[config.mk]
export PLATFORM = sky130hd
export DESIGN_NAME = smb_lowtime_guard
export DESIGN_NICKNAME = d
export VERILOG_FILES = /design/src/rtl/smb_lowtime_guard.sv
export SDC_FILE = /design/constraint.sdc
export NUM_CORES = 1
export LEC_CHECK = 0
export ABC_CLOCK_PERIOD_IN_PS = 2550
export BUFFER_PORTS_ARGS = -buffer_cell sky130_fd_sc_hd__buf_2
export CAP_MARGIN = 20
export CORE_UTILIZATION = 58
export CTS_CLUSTER_SIZE = 16
export DETAILED_ROUTE_END_ITERATION = 7
export PLACE_DENSITY = 0.73
export SLEW_MARGIN = 10
export SYNTH_ARGS = -nofsm -noshare
export SYNTH_HDL_FRONTEND = slang
export SYNTH_SLANG_ARGS = --single-unit
[constraint.sdc]
create_clock -name clk -period 2.55 [get_ports clk]
set_input_delay 0.1275 -clock clk [delete_from_list [all_inputs] [get_ports clk]]
set_output_delay 0.1275 -clock clk [all_outputs]
set_load 0.05 [all_outputs]
[src/rtl/smb_lowtime_guard.sv]
module smb_lowtime_guard #(
  parameter int CLK_KHZ    = 125000,
  parameter int TIMEOUT_MS = 35
) (
  input  logic clk,
  input  logic rst_n,
  input  logic scl_i,
  input  logic sda_i,
  input  logic en_i,
  input  logic clr_i,
  output logic tmo_rst_o,
  output logic busy_o,
  output logic tmo_flag_o
);

  localparam int LIMIT = CLK_KHZ * TIMEOUT_MS;
  localparam int CW    = $clog2(LIMIT + 1);

  logic          scl_q, sda_q;
  logic [CW-1:0] low_cnt;
  logic          start_ev, stop_ev, hit;

  assign start_ev = scl_i & scl_q & sda_q & ~sda_i;
  assign stop_ev  = scl_i & scl_q & ~sda_q & sda_i;
  assign hit      = busy_o & en_i & ~scl_i & (low_cnt == CW'(LIMIT - 1));

  always_ff @(posedge clk or negedge rst_n) begin
    if (!rst_n) begin
      scl_q <= 1'b1;
      sda_q <= 1'b1;
    end else begin
      scl_q <= scl_i;
      sda_q <= sda_i;
    end
  end

  always_ff @(posedge clk or negedge rst_n) begin
    if (!rst_n)
      busy_o <= 1'b0;
    else if (hit)
      busy_o <= 1'b0;
    else if (start_ev)
      busy_o <= 1'b1;
    else if (stop_ev)
      busy_o <= 1'b0;
  end

  always_ff @(posedge clk or negedge rst_n) begin
    if (!rst_n)
      low_cnt <= '0;
    else if (!busy_o || !en_i || scl_i || stop_ev || hit)
      low_cnt <= '0;
    else
      low_cnt <= low_cnt + 1'b1;
  end

  always_ff @(posedge clk or negedge rst_n) begin
    if (!rst_n) begin
      tmo_rst_o  <= 1'b0;
      tmo_flag_o <= 1'b0;
    end else begin
      tmo_rst_o <= hit;
      if (hit)
        tmo_flag_o <= 1'b1;
      else if (clr_i)
        tmo_flag_o <= 1'b0;
    end
  end


  pulse_single_chk: assert property (@(posedge clk) disable iff (!rst_n)
    tmo_rst_o |=> !tmo_rst_o);


  busy_drop_chk: assert property (@(posedge clk) disable iff (!rst_n)
    tmo_rst_o |-> !busy_o);


  flag_follow_chk: assert property (@(posedge clk) disable iff (!rst_n)
    tmo_rst_o |-> tmo_flag_o);


  en_off_chk: assert property (@(posedge clk) disable iff (!rst_n)
    !en_i |=> !tmo_rst_o);


  idle_quiet_chk: assert property (@(posedge clk) disable iff (!rst_n)
    !busy_o |=> !tmo_rst_o);


  start_busy_chk: assert property (@(posedge clk) disable iff (!rst_n)
    (!busy_o && scl_i && scl_q && sda_q && !sda_i) |=> busy_o);

endmodule

==> impl_results.md <==
* Outcome: completed
* Number of synthesized flops with an enable pin at 0
* Register area share after synthesis at 51.2%
* Min cycle time layout at 2.16 ns
* Antenna violations before repair at 0
* CTS-repair resized insts at 0
* Number of synthesized register bits at 28
* WS Path Type: flop to flop
* Hold path cells at 4
* Met1 GRT Util at 29.6%
* Commonest non-fill, non-tap cell in the layout: dfrtp_1
* Worst Tran Pin Value at 0.604 ns
* Row cnt at 17
* Worst min-delay path class: input pin to flop
* Final worst setup slack at 0.392 ns
* GPL Wtd Cong at 0.900
* Gate Count Post-Synth at 137
* Worst Path Max Fanout at 17
* # nets final at 161
* Pleak at 0.579 nW
* Largest net degree at the start of global routing at 29
* CP arrival at 2.37 ns
* Maximum VDD drop at 357 uV
* Vias at 1089
* Critical path startpoint category: flop
* GR Util met2 at 40.2%
* Initial DRC count at 49
* Synth Flop Type: dfrtp_1
* Area growth, synth to finish at 11.0%
* Unique masters post-synth at 37
* Max-cap viol count at 0
* Unrepaired setup endpoints after global routing: no
* Fmax at 463 MHz
* Vias in the first global route at 1010
* Total grt overflow at 0
* Residual DRC at 0
* Diodes inserted at 0
* Port buffer count at 8
* Clock Sinks at 28
* Routed WL at 2.68 mm
* Max-Slew Margin vs Limit at 59.8%
* R2r worst-path depth at 4
* First-pass GRT wire length at 4.50 mm
* Initial Util at 62.1%
* Fin crit share at 84.6%
* Share of layout cells above drive strength 1 at 16.3%
* Drt pass-1 iters at 4
* Async set or reset register ratio after synthesis at 100%
* Power Dens Cells at 462 mW/mm2
* Core ar. at 0.00221 mm2
* Hold violation count in the final report at 0
* Die X at 50.7 um
* Routed WL per cell at 14.8 um
* Busiest grt layer: met2
* Avg Cell Area, Syn at 10.0 um2
* # fillers at 187
* CTS tree: yes
* Root buffer cell: clkbuf_4
* Final setup fails at 0
* Clock buffer depth at 2
* Most frequent cells in the layout: dfrtp_1, nor2_1, xnor2_1
* Clock skew at 0.00173 ns
* YS warnings at 0
* CP required at 2.76 ns
* Detailed Place HPWL at 1.83 mm
* Skew-Pair Late Insertion Delay at 0.32 ns
* Fin. max-slew vios at 0
* Syn Std Cell Area at 0.00137 mm2
* Syn_nets at 144
* Final ANT Viol Nets at 0
* Gr usage total at 23.7%
* Routed vias/inst at 6.02
* CTS Buf Count at 3
* DP Worst Slack at 0.390 ns
* Die area at 0.00257 mm2
* Tot Pwr at 0.705 mW
* Io pins at 9
* Final TNS setup at 0 ns
* Setup repair bufs after CTS at 0
* Clk slew on worst S/H paths at 0.14 ns
* Chip Height at 50.7 um
* M3 GR Usage at 2.73%
* H-tree depth at 1
* Setup crit end kind: flop
## synthesized netlist by cell type (3+ instances only)
cell type	count	area [um2]
nand4_1	5	31.3
nand2_1	6	22.5
nand3_1	7	35.0
o21ai_0	6	30.0
xnor2_1	12	105
a211oi_1	3	22.5
nor3_1	4	20.0
nor4_1	6	37.5
inv_1	4	15.0
nor2_1	25	93.8
a21oi_1	4	20.0
dfrtp_1	26	651
## sequential cells by signal (all words and copies together), names as in the netlist
register / count
scl_q: 1
busy_o: 1
sda_q: 1
tmo_rst_o: 1
low_cnt: 23
tmo_flag_o: 1
## path summary, 6_finish.rpt
check                      slack [ns]        start           to
min in group asynchronous        0.32        rst_n       busy_o
max in group asynchronous        1.84        rst_n  low_cnt[14]
min                              0.15         en_i    tmo_rst_o
max                              0.39  low_cnt[13]   low_cnt[9]
min reg2reg                      0.48   low_cnt[0]   low_cnt[0]
max reg2reg                      0.39  low_cnt[13]   low_cnt[9]
## kinds of logic (layout without fill, tap and decap cells)
| kind of cell | Yosys count | in the layout | synth area share, % |
|---|---|---|---|
| compound gates | 20 | 20 | 10.1 |
| fa+ha+maj | 1 | 1 | 0.911 |
| flops | 28 | 28 | 51.2 |
| xor+xnor | 14 | 14 | 8.93 |
| simple gates | 68 | 68 | 26.7 |
| buf+inv | 6 | 22 | 2.19 |
## worst max-delay path: stages, from the launching register on
cell and delay, ns:
dfrtp_1 0.45, or4b_1 0.52, or4_4 0.57, o21ai_4 0.40, nor2_1 0.11
## area by class of cell
class	instances	area, um2	share of cell area [%]
multi-input combinational	103	641	42.0
sequential	28	703	46.1
inverter	4	15.0	0.984
clock buffer	4	36.3	2.38
timing repair buffer	14	95.1	6.23
tap	28	35.0	2.30
## timing repair
| action | in CTS | in global routing |
|---|---|---|
| endpoints found under the setup margin | 0 | 0 |
| hold endpoints to repair | 29 | 0 |
| hold buffers | 4 | 0 |
## where the power goes
part,switching (mW),internal [mW]
Clock,0.126,0.0875
Sequential,0.00321,0.450
Combinational,0.0263,0.0127
## metrics by stage
step | area [um2] | hold WS (ns) | cells | util, %
2_1_floorplan | 1370 | -0.168 | 137 | -
3_3_place_gp | 1450 | 0.160 | 173 | 65.5
3_5_place_dp | 1450 | 0.176 | 173 | 65.5
4_1_cts | 1530 | 0.155 | 181 | 68.9
5_1_grt | 1530 | 0.178 | 181 | 68.9
6_report | 1530 | 0.155 | 181 | 68.9
## routing by layer
| layer | vias up | share of wire, % |
|---|---|---|
| li1 | 521 | - |
| met1 | 534 | 46 |
| met2 | 30 | 49 |
| met3 | 4 | 3.5 |
| met4 | 0 | 1.8 |
| met5 | - | 0 |
Power figures use the tool's default switching activity.
